[src/rtl/irqc_pkg.sv]
package irqc_pkg;
    localparam int DW = 8;

    typedef enum logic [1:0] {
        ST_NORMAL    = 2'd0,
        ST_GET_BASE  = 2'd1,
        ST_SKIP_WORD = 2'd2,
        ST_GET_MODE  = 2'd3
    } init_state_e;

    localparam logic [2:0] CMD_ROT_AEOI_CLR = 3'd0;
    localparam logic [2:0] CMD_EOI_NS       = 3'd1;
    localparam logic [2:0] CMD_NOP          = 3'd2;
    localparam logic [2:0] CMD_EOI_SP       = 3'd3;
    localparam logic [2:0] CMD_ROT_AEOI_SET = 3'd4;
    localparam logic [2:0] CMD_EOI_NS_ROT   = 3'd5;
    localparam logic [2:0] CMD_SET_PRIO     = 3'd6;
    localparam logic [2:0] CMD_EOI_SP_ROT   = 3'd7;
endpackage

[src/rtl/irqc_init_fsm.sv]
module irqc_init_fsm
    import irqc_pkg::*;
(
    input  logic          clk,
    input  logic          rst_n,
    input  logic          wr_en,
    input  logic          addr,
    input  logic [DW-1:0] wdata,
    output logic          init_pulse,
    output logic          mask_load,
    output logic [DW-1:0] vec_base,
    output logic          nested_mode,
    output logic          auto_eoi
);
    localparam logic [DW-1:0] BASE_MASK = 8'hF8;

    init_state_e state_q, state_d;
    logic        need_mode_q;
    logic        is_start;
    logic        data_wr;

    assign is_start = wr_en && !addr && wdata[4];
    assign data_wr  = wr_en && addr;

    // state register
    always_ff @(posedge clk or negedge rst_n) begin
        if (!rst_n) state_q <= ST_NORMAL;
        else        state_q <= state_d;
    end

    // transitions
    always_comb begin
        state_d = state_q;
        if (is_start) begin
            state_d = ST_GET_BASE;
        end else if (data_wr) begin
            unique case (state_q)
                ST_NORMAL:    state_d = ST_NORMAL;
                ST_GET_BASE:  state_d = ST_SKIP_WORD;
                ST_SKIP_WORD: state_d = need_mode_q ? ST_GET_MODE : ST_NORMAL;
                ST_GET_MODE:  state_d = ST_NORMAL;
            endcase
        end
    end

    // outputs
    always_comb begin
        init_pulse = is_start;
        mask_load  = data_wr && (state_q == ST_NORMAL);
    end

    always_ff @(posedge clk or negedge rst_n) begin
        if (!rst_n) begin
            need_mode_q <= 1'b0;
            vec_base    <= '0;
            nested_mode <= 1'b0;
            auto_eoi    <= 1'b0;
        end else if (is_start) begin
            need_mode_q <= wdata[0];
            if (!wdata[0]) begin
                nested_mode <= 1'b0;
                auto_eoi    <= 1'b0;
            end
        end else if (data_wr) begin
            if (state_q == ST_GET_BASE) vec_base <= wdata & BASE_MASK;
            if (state_q == ST_GET_MODE) begin
                nested_mode <= wdata[4];
                auto_eoi    <= wdata[1];
            end
        end
    end
endmodule

[src/rtl/irqc_ocw_decode.sv]
module irqc_ocw_decode
    import irqc_pkg::*;
#(
    parameter int LINES = 8,
    localparam int IDX_W = $clog2(LINES)
) (
    input  logic             clk,
    input  logic             rst_n,
    input  logic             wr_en,
    input  logic             rd_go,
    input  logic             addr,
    input  logic [DW-1:0]    wdata,
    input  logic [LINES-1:0] isr_in,
    input  logic [IDX_W-1:0] rot_off,
    output logic             eoi_clr,
    output logic [IDX_W-1:0] eoi_idx,
    output logic             rot_load,
    output logic [IDX_W-1:0] rot_value,
    output logic             poll_armed,
    output logic             read_isr,
    output logic             rot_on_aeoi,
    output logic             special_mask
);
    logic             cmd_wr, mode_wr, start_wr;
    logic [2:0]       code;
    logic             hi_found;
    logic [IDX_W-1:0] hi_idx, cand;
    logic [IDX_W-1:0] given;

    assign start_wr = wr_en && !addr && wdata[4];
    assign mode_wr  = wr_en && !addr && !wdata[4] && wdata[3];
    assign cmd_wr   = wr_en && !addr && !wdata[4] && !wdata[3];
    assign code     = wdata[7:5];
    assign given    = wdata[IDX_W-1:0];

    // first in-service bit upward from the rotation offset, wrapping
    always_comb begin
        hi_found = 1'b0;
        hi_idx   = '0;
        cand     = '0;
        for (int k = 0; k < LINES; k++) begin
            cand = rot_off + IDX_W'(k);
            if (!hi_found && isr_in[cand]) begin
                hi_found = 1'b1;
                hi_idx   = cand;
            end
        end
    end

    always_comb begin
        eoi_clr   = 1'b0;
        eoi_idx   = '0;
        rot_load  = 1'b0;
        rot_value = '0;
        if (cmd_wr) begin
            unique case (code)
                CMD_EOI_NS, CMD_EOI_NS_ROT: begin
                    eoi_clr   = hi_found;
                    eoi_idx   = hi_idx;
                    rot_load  = hi_found && (code == CMD_EOI_NS_ROT);
                    rot_value = hi_idx + 1'b1;
                end
                CMD_EOI_SP: begin
                    eoi_clr = 1'b1;
                    eoi_idx = given;
                end
                CMD_SET_PRIO: begin
                    rot_load  = 1'b1;
                    rot_value = given + 1'b1;
                end
                CMD_EOI_SP_ROT: begin
                    eoi_clr   = 1'b1;
                    eoi_idx   = given;
                    rot_load  = 1'b1;
                    rot_value = given + 1'b1;
                end
                CMD_ROT_AEOI_CLR, CMD_ROT_AEOI_SET, CMD_NOP: ;
            endcase
        end
    end

    always_ff @(posedge clk or negedge rst_n) begin
        if (!rst_n) begin
            poll_armed   <= 1'b0;
            read_isr     <= 1'b0;
            rot_on_aeoi  <= 1'b0;
            special_mask <= 1'b0;
        end else begin
            if (start_wr) begin
                read_isr     <= 1'b0;
                special_mask <= 1'b0;
            end
            if (mode_wr) begin
                if (wdata[2]) poll_armed   <= 1'b1;
                if (wdata[1]) read_isr     <= wdata[0];
                if (wdata[6]) special_mask <= wdata[5];
            end else if (rd_go) begin
                poll_armed <= 1'b0;
            end
            if (cmd_wr && (code == CMD_ROT_AEOI_CLR || code == CMD_ROT_AEOI_SET))
                rot_on_aeoi <= wdata[7];
        end
    end
endmodule

[src/rtl/irqc_readback.sv]
module irqc_readback
    import irqc_pkg::*;
#(
    parameter int LINES = 8,
    localparam int IDX_W = $clog2(LINES)
) (
    input  logic             clk,
    input  logic             rst_n,
    input  logic             rd_go,
    input  logic             addr,
    input  logic             poll_armed,
    input  logic             read_isr,
    input  logic [LINES-1:0] req_in,
    input  logic [LINES-1:0] isr_in,
    input  logic [LINES-1:0] mask_in,
    input  logic             poll_valid,
    input  logic [IDX_W-1:0] poll_idx,
    output logic             poll_clr,
    output logic [DW-1:0]    rdata
);
    localparam logic [DW-1:0] POLL_NONE = DW'({IDX_W{1'b1}});

    logic [DW-1:0] sel;

    assign poll_clr = rd_go && poll_armed && poll_valid;

    always_comb begin
        if (poll_armed)
            sel = poll_valid ? ({1'b1, {(DW-1){1'b0}}} | DW'(poll_idx)) : POLL_NONE;
        else if (addr)
            sel = DW'(mask_in);
        else
            sel = read_isr ? DW'(isr_in) : DW'(req_in);
    end

    always_ff @(posedge clk or negedge rst_n) begin
        if (!rst_n)     rdata <= '0;
        else if (rd_go) rdata <= sel;
    end
endmodule

[src/rtl/irqc_cmd_decoder.sv]
module irqc_cmd_decoder
    import irqc_pkg::*;
#(
    parameter int LINES = 8,
    localparam int IDX_W = $clog2(LINES)
) (
    input  logic             clk,
    input  logic             rst_n,
    input  logic             addr,
    input  logic             wr_en,
    input  logic             rd_en,
    input  logic [DW-1:0]    wdata,
    output logic [DW-1:0]    rdata,
    input  logic [LINES-1:0] req_in,
    input  logic [LINES-1:0] isr_in,
    input  logic [LINES-1:0] mask_in,
    input  logic [IDX_W-1:0] rot_off,
    input  logic             poll_valid,
    input  logic [IDX_W-1:0] poll_idx,
    output logic             init_pulse,
    output logic             mask_load,
    output logic [DW-1:0]    mask_value,
    output logic             isr_clr,
    output logic [IDX_W-1:0] isr_clr_idx,
    output logic             req_clr,
    output logic [IDX_W-1:0] req_clr_idx,
    output logic             rot_load,
    output logic [IDX_W-1:0] rot_value,
    output logic [DW-1:0]    vec_base,
    output logic             nested_mode,
    output logic             auto_eoi,
    output logic             rot_on_aeoi,
    output logic             special_mask
);
    logic             rd_go;
    logic             eoi_clr, poll_clr, poll_armed, read_isr;
    logic [IDX_W-1:0] eoi_idx;

    assign rd_go = rd_en && !wr_en;

    irqc_init_fsm u_init (
        .clk(clk), .rst_n(rst_n), .wr_en(wr_en), .addr(addr), .wdata(wdata),
        .init_pulse(init_pulse), .mask_load(mask_load), .vec_base(vec_base),
        .nested_mode(nested_mode), .auto_eoi(auto_eoi)
    );

    irqc_ocw_decode #(.LINES(LINES)) u_ocw (
        .clk(clk), .rst_n(rst_n), .wr_en(wr_en), .rd_go(rd_go), .addr(addr),
        .wdata(wdata), .isr_in(isr_in), .rot_off(rot_off),
        .eoi_clr(eoi_clr), .eoi_idx(eoi_idx), .rot_load(rot_load),
        .rot_value(rot_value), .poll_armed(poll_armed), .read_isr(read_isr),
        .rot_on_aeoi(rot_on_aeoi), .special_mask(special_mask)
    );

    irqc_readback #(.LINES(LINES)) u_rb (
        .clk(clk), .rst_n(rst_n), .rd_go(rd_go), .addr(addr),
        .poll_armed(poll_armed), .read_isr(read_isr), .req_in(req_in),
        .isr_in(isr_in), .mask_in(mask_in), .poll_valid(poll_valid),
        .poll_idx(poll_idx), .poll_clr(poll_clr), .rdata(rdata)
    );

    assign mask_value  = wdata;
    assign isr_clr     = eoi_clr || poll_clr;
    assign isr_clr_idx = eoi_clr ? eoi_idx : poll_idx;
    assign req_clr     = poll_clr;
    assign req_clr_idx = poll_idx;
endmodule

[config.mk]
export PLATFORM = sky130hd
export DESIGN_NAME = irqc_cmd_decoder
export DESIGN_NICKNAME = d
export VERILOG_FILES = /design/src/rtl/irqc_pkg.sv /design/src/rtl/irqc_init_fsm.sv /design/src/rtl/irqc_ocw_decode.sv /design/src/rtl/irqc_readback.sv /design/src/rtl/irqc_cmd_decoder.sv
export SDC_FILE = /design/constraint.sdc
export NUM_CORES = 1
export LEC_CHECK = 0
export BUFFER_PORTS_ARGS = -buffer_cell sky130_fd_sc_hd__buf_2
export CELL_PAD_IN_SITES_DETAIL_PLACEMENT = 1
export CELL_PAD_IN_SITES_GLOBAL_PLACEMENT = 1
export CORE_ASPECT_RATIO = 0.9
export CORE_MARGIN = 2
export CORE_UTILIZATION = 40
export CTS_BUF_LIST = sky130_fd_sc_hd__clkbuf_4 sky130_fd_sc_hd__clkbuf_8 sky130_fd_sc_hd__clkbuf_16
export CTS_CLUSTER_SIZE = 20
export DETAILED_ROUTE_END_ITERATION = 16
export PLACE_DENSITY = 0.84
export RECOVER_POWER = 25
export SLEW_MARGIN = 20
export SYNTH_ARGS = -nofsm -noshare
export SYNTH_HDL_FRONTEND = slang
export SYNTH_SLANG_ARGS = --single-unit
[constraint.sdc]
create_clock -name clk -period 7.89 [get_ports clk]
set_input_delay 0 -clock clk [delete_from_list [all_inputs] [get_ports clk]]
set_output_delay 0 -clock clk [all_outputs]
set_load 0.005 [all_outputs]
==> results.md, run 1 <==
- Worst-path clk slew: 0.08 ns
- Initial DRC count: 75
- Final net count: 374
- Crit. End Element: output port
- Worst min path class: input port to flop
- Clk_lat worst skew: between 0.2 and 0.3 ns
- Post-synth EDFFs: 0
- Post-layout util: 0.481
- Root buf cell: clkbuf_8
- Global Route met3 Usage: 0.0463
- Top cells by area, synth: dfrtp_1 23%, mux2i_1 8.0%, mux4_1 7.7%
- Mapped Area: 0.00238 mm2
- Total routed wirelength: 7.49 mm
- Status: completed
- Largest net degree at the start of global routing: 26
- Crit path time final: 3.49 ns
- Crit path DAT: 3.49 ns
- GR Layer Usage met1: 0.306
- Worst Setup Start Kind: input port
- Drt via density: around 6
- Pwr dens: roughly 150 mW/mm2
- Post-synth cell types: 50
- Layout area overhead: 15.7%
- Hold Startpoint: mask_in[4]
- Routability Congestion: between 0.8 and 0.9
- CP required: 7.89 ns
- Drt pass-1 iters: 4
- Area leader, netlist: dfrtp_1
- Seq/Total Area, Yosys: 0.231
- Post-Synthesis Cells: 266
- Final hold vios: 0
- Vias in the first global route: 2363
- Die height: 77.2 um
- Commonest register cell after synthesis: dfrtp_1
- Starting density of the core: 0.416
- Row count: 26
- Most frequent cells in the layout: 70 x buf_2, 36 x nand2_1, 25 x o21ai_0
- Fill count: 733
- Initial antenna violation count: 0
- Fin Hold WS: between 0.03 and 0.04 ns
- Setup ws final: ~4.4 ns
- WL/cell: roughly 19 um
- IO buf count: 82
- Full die area: ~0.0066 mm2
- Drt drc: 0
- GRT met2 Usage: 0.394
- Final Max Tran Viols: 0
- GR peak layer: met2
- Fin crit share: 0.443
- TritonCTS clock tree: yes
- Achievable clock frequency: 286 MHz
- Synth top area share: 0.231
- Max-slew headroom: 0.209
- FF+latch count, synth: 22
- Width of the die: 85.3 um
- Num CTS Buffers: 3
- Setup crit start: rot_off[0]
- Crit path max fanout: 23
- I/O pin count: 86
- Core Footprint: 0.00573 mm2
- Max_cap viols: 0
- Worst clock skew: 0.00518 ns
- Most common cell after layout, fill and taps aside: buf_2
- Least-Margin Pin Slew: 1.19 ns
- DR vias: 2353
- CTS H-Tree Depth: 1
- Post-DP HPWL: 5.85 mm
- Final Total Pwr: 406 uW
- FF-to-FF Start: u_ocw.read_isr
- YS warnings: 0
- Final setup violation count: 0
- CTS sink cnt: 22
- Post-route ant nets: 0
- Layout cells sized above 1: 0.313
- CTS max path bufs: 2
- Ant diodes: 0
- Post-CTS setup buffer count: 0
- Multi-input logic area: 0.00161 mm2
- Fraction of registers with async set/reset: 1.00
- Pre-CTS setup slack: 4.37 ns
- Setup CP Type: input port to output port
- Syn Area/Cell: 8.95 um2
- Setup TNS: 0 ns
- Peak supply drop: between 100 and 150 uV
- Gr ovfl total: 0
- RSZ-0062 raised after global routing: false
- Standby leakage power: 1.25 nW
- GRT Total Usage: 0.234
- First-pass GRT wire length: between 10 and 15 mm
- Area taken by flip-flops and latches: 551 um2
==> layout make-up <==
type | count | area share
inverters | 11 | 0.0150
multi-input cells | 206 | 0.586
flip-flops and latches | 22 | 0.200
well taps | 70 | 0.0318
clock buffers | 4 | 0.0200
repair buffers | 83 | 0.147
==> cell families after synthesis <==
kind of cell / count (synthesis) / synth area share
other: 1 / 0.00158
multiplexers: 45 / 0.287
AO/OA/AOI/OAI: 68 / 0.191
adder cells (fa/ha/maj): 3 / 0.0158
buffers and inverters: 40 / 0.0936
XOR/XNOR: 2 / 0.00736
flip-flops: 22 / 0.231
AND/OR/NAND/NOR: 85 / 0.172
==> critical path: stages <==
cell and delay (ns):
buf_2 0.43, inv_1 0.16, ha_1 0.59, mux4_1 0.59, and2_1 0.18, a2111oi_2 0.31, o21ai_2 0.18, a21o_1 0.19
a22o_1 0.23, mux2i_1 0.16, ha_1 0.18, nand2_1 0.05, mux2i_1 0.13, buf_2 0.13
==> synth_stat cells, types with 2 or more instances <==
master and count:
nand2_1 36, o21ai_0 25, dfrtp_1 22, mux2i_1 19, a21oi_1 18, nor2_1 16, buf_4 14, inv_1 11
mux2_2 10, clkbuf_1 9, nor3_1 8, mux4_1 7, mux4_2 7, a22o_1 5, nand3_1 5, nand3b_1 5
and2_1 4, buf_2 4, nand2b_1 4, ha_1 3, a211oi_1 2, a31oi_1 2, buf_6 2, o2bb2ai_1 2
==> repair_timing <==
| item | in CTS | in global routing |
|---|---|---|
| endpoints found under the hold margin | 22 | 0 |
| hold buffers | 1 | 0 |
| resized for setup | 0 | 0 |
==> power by group <==
group	total (mW)	internal [mW]	leakage (nW)	switching, mW
registers	0.149	0.134	0.277	0.0149
logic	0.176	0.0816	0.943	0.0943
clock network	0.0809	0.0445	0.0288	0.0364
total	0.406	0.261	1.25	0.146
==> layer usage <==
layer / up-vias / wire length [um]
met5: - / 0
met2: 76 / 3710
li1: 1088 / -
met1: 1179 / 3340
met3: 10 / 343
met4: 0 / 98
==> sequential cells by signal, summed over array words and instances, names as in the netlist <==
register / flops
u_init.need_mode_q: 1
u_init.state_q: 2
u_ocw.special_mask: 1
u_ocw.poll_armed: 1
u_ocw.rot_on_aeoi: 1
u_ocw.read_isr: 1
u_init.nested_mode: 1
u_rb.rdata: 8
u_init.auto_eoi: 1
u_init.vec_base: 5
==> final timing paths <==
kind | end | slack (ns) | cells past startpoint
max | rot_value[2] | 4.40 | 14
min | u_rb.rdata[4] | 0.04 | 3
max reg2reg | u_rb.rdata[7] | 6.32 | 5
min reg2reg | u_init.need_mode_q | 0.49 | 2
max in group asynchronous | u_init.state_q[1] | 6.69 | 2
min in group asynchronous | u_rb.rdata[6] | 0.49 | 2
==> through the flow <==
step | area [um2] | instances
after global placement | 2700 | 391
after detailed placement | 2700 | 391
final | 2750 | 396
after global routing | 2750 | 396
after CTS | 2770 | 396
after floorplan | 2390 | 268
No activity file was read; power rests on OpenSTA's default activity.
==> inputs of run 2 (changes only) <==
Settings changed: CORE_UTILIZATION 40 to 37, PLACE_DENSITY 0.84 to 0.78.
Clock period 7.89 ns to 3.6 ns, I/O delays scaled along.
==> run 2 against run 1 <==
Against the previous run:
- global-route usage shrank 2.2 points
- non-clock buffer count grew 1
- first-iteration DRC count grew 97%
- sequential cell count is the same
- design area grew 1.1%
- critical path type unchanged
- sequential power grew 120%
- largest cell class unchanged
- cell count grew 4.5%
- clock power grew 120%
- critical path depth shrank 1
- sequential share of layout area shrank 0.22 points
==> results.md, run 2 (synthesis gave the netlist of run 1 again) <==
- Status: completed
- Worst clock skew: 0.00431 ns
- Clk_lat worst skew: 0.27 ns
- Vias in the first global route: 2280
- Crit path DAT: 3.31 ns
- Setup CP Type: input port to output port
- Final hold vios: 0
- Pre-CTS setup slack: ~0.19 ns
- Least-Margin Pin Slew: about 1.2 ns
- Final setup violation count: 0
- Crit path max fanout: 13
- Fill count: 765
- Pwr dens: roughly 320 mW/mm2
- Max_cap viols: 0
- First-pass GRT wire length: 11.8 mm
- WL/cell: 17.6 um
- TritonCTS clock tree: yes
- DRT met1 WL: between 3 and 4 mm
- Largest net degree at the start of global routing: 26
- Routability Congestion: a little over 0.9
- Most frequent cells in the layout: 70 x buf_2, 36 x nand2_1, 25 x o21ai_0
- FF-to-FF Start: u_ocw.read_isr
- Final net count: 375
- R2R depth: 5
- Full die area: 0.00709 mm2
- Design area: between 0.002 and 0.003 mm2
- Post-route ant nets: 0
- CP required: 3.60 ns
- Layout area overhead: 17.0%
- Top Metal Used: met4
- RSZ-0062 raised after global routing: false
- Drt drc: 0
- Initial DRC count: 148
- Met2 WL: roughly 3.5 mm
- Num CTS Buffers: 3
- Cells after DPL: 409
- Top flop regs: u_rb.rdata (8), u_init.vec_base (5), u_init.state_q (2)
- Hold Startpoint: wdata[0]
- Total routed wirelength: ~7.3 mm
- Largest delay share family, worst path: compound AO/OA/AOI/OAI gates
- Cells along the critical path: buf_2, inv_1, ha_2, mux4_1, and2_1, a2111oi_2, o21ai_2, a21o_1, a22o_1, mux2i_1, ha_1, and2_1, buf_2
- Core Footprint: 0.00618 mm2
- Post-CTS setup buffer count: 0
- Worst min path class: input port to flop
- Root buf cell: clkbuf_8
- Max reg flops: 8
- R2r setup slk: between 1.5 and 2 ns
- Fin crit share: 0.918
- Max-slew headroom: 0.175
- Width of the die: 88.5 um
- Gr ovfl total: 0
- Setup TNS: 0 ns
- Crit Reg-Reg Endpoint: u_rb.rdata[7]
- Die height: 80.1 um
- I/O pin count: 86
- Drt via density: 5.69
- Worst Setup Start Kind: input port
- Dpl cell area: 0.00273 mm2
- Achievable clock frequency: between 300 and 400 MHz
- Fin Hold WS: between 0.02 and 0.03 ns
- Met3 WL post-DR: 432 um
- Layout Cells excl Fill: approximately 410
- DR vias: 2355
- Initial antenna violation count: 0
- Worst-path clk slew: 0.08 ns
- Most common cell after layout, fill and taps aside: buf_2
- Post-DP HPWL: approximately 5.7 mm
- Max incr delay on CP: ~0.58 ns
- IO buf count: 82
- Row count: 27
- Crit. End Element: output port
- WP buf/inv: 3
- Min-Delay Endpoint: u_init.need_mode_q
- Standby leakage power: about 1.3 nW
- Crit path time final: 3.31 ns
- Peak supply drop: between 150 and 200 uV
- Worst hold path depth: 3
- Drt pass-1 iters: 5
- Final Max Tran Viols: 0
- Most flop-heavy register: u_rb.rdata
- CTS max path bufs: 2
- GRT Total Usage: 0.212
- Slowest CP cell: mux4_1
- Starting density of the core: 0.385
- Ant diodes: 0
- CTS H-Tree Depth: 1
- Layout cells sized above 1: 0.318
- CTS sink cnt: 22
- Setup ws final: 0.293 ns
run 2: worst max path at each step:
stage,cells past startpoint,to,start,slack (ns)
detailed placement,13,rot_value[1],rot_off[1],0.19
global route,14,rot_value[2],rot_off[1],0.1
CTS,13,rot_value[1],rot_off[1],0.19
floorplan,12,rot_value[1],rot_off[1],0.81
finish,13,rot_value[1],rot_off[1],0.29
global placement,13,rot_value[1],rot_off[1],0.33
run 2: where the power goes:
part | switching (mW) | total (mW) | internal (mW)
registers | 0.0317 | 0.326 | 0.295
logic | 0.206 | 0.386 | 0.180
clock network | 0.0846 | 0.182 | 0.0977
total | 0.322 | 0.894 | 0.572
run 2: per-layer routing:
layer  vias up  track usage
met5         -            0
met2        93        0.341
li1       1090            -
met3         6       0.0339
met1      1166        0.301
met4         0       0.0379
run 2: worst reg2reg max path: stages, from the launching register on:
cell and delay [ns]:
dfrtp_1 0.65, mux2i_1 0.28, nor2_1 0.06, a21oi_1 0.16
o21ai_0 0.09, mux2_2 0.27
run 2: cell type report:
cell class / count / area, um2 / share of cell area
Clock buffer: 4 / 55.1 / 0.0198
Inverter: 11 / 41.3 / 0.0148
Multi-Input combinational cell: 206 / 1620 / 0.580
Sequential cell: 22 / 551 / 0.198
Tap cell: 87 / 109 / 0.0391
Timing Repair Buffer: 84 / 413 / 0.148
run 2: timing repair:
action                                 CTS  global route
hold buffers                             1             0
endpoints found under the hold margin   22             0
setup endpoints to repair                0             2
gates resized for setup                  0             1
run 2: stage by stage:
step                 util  power [mW]
floorplan               -       0.576
global placement    0.442       0.700
detailed placement  0.442       0.718
CTS                 0.453       0.900
global route        0.451       0.954
finish              0.451       0.894
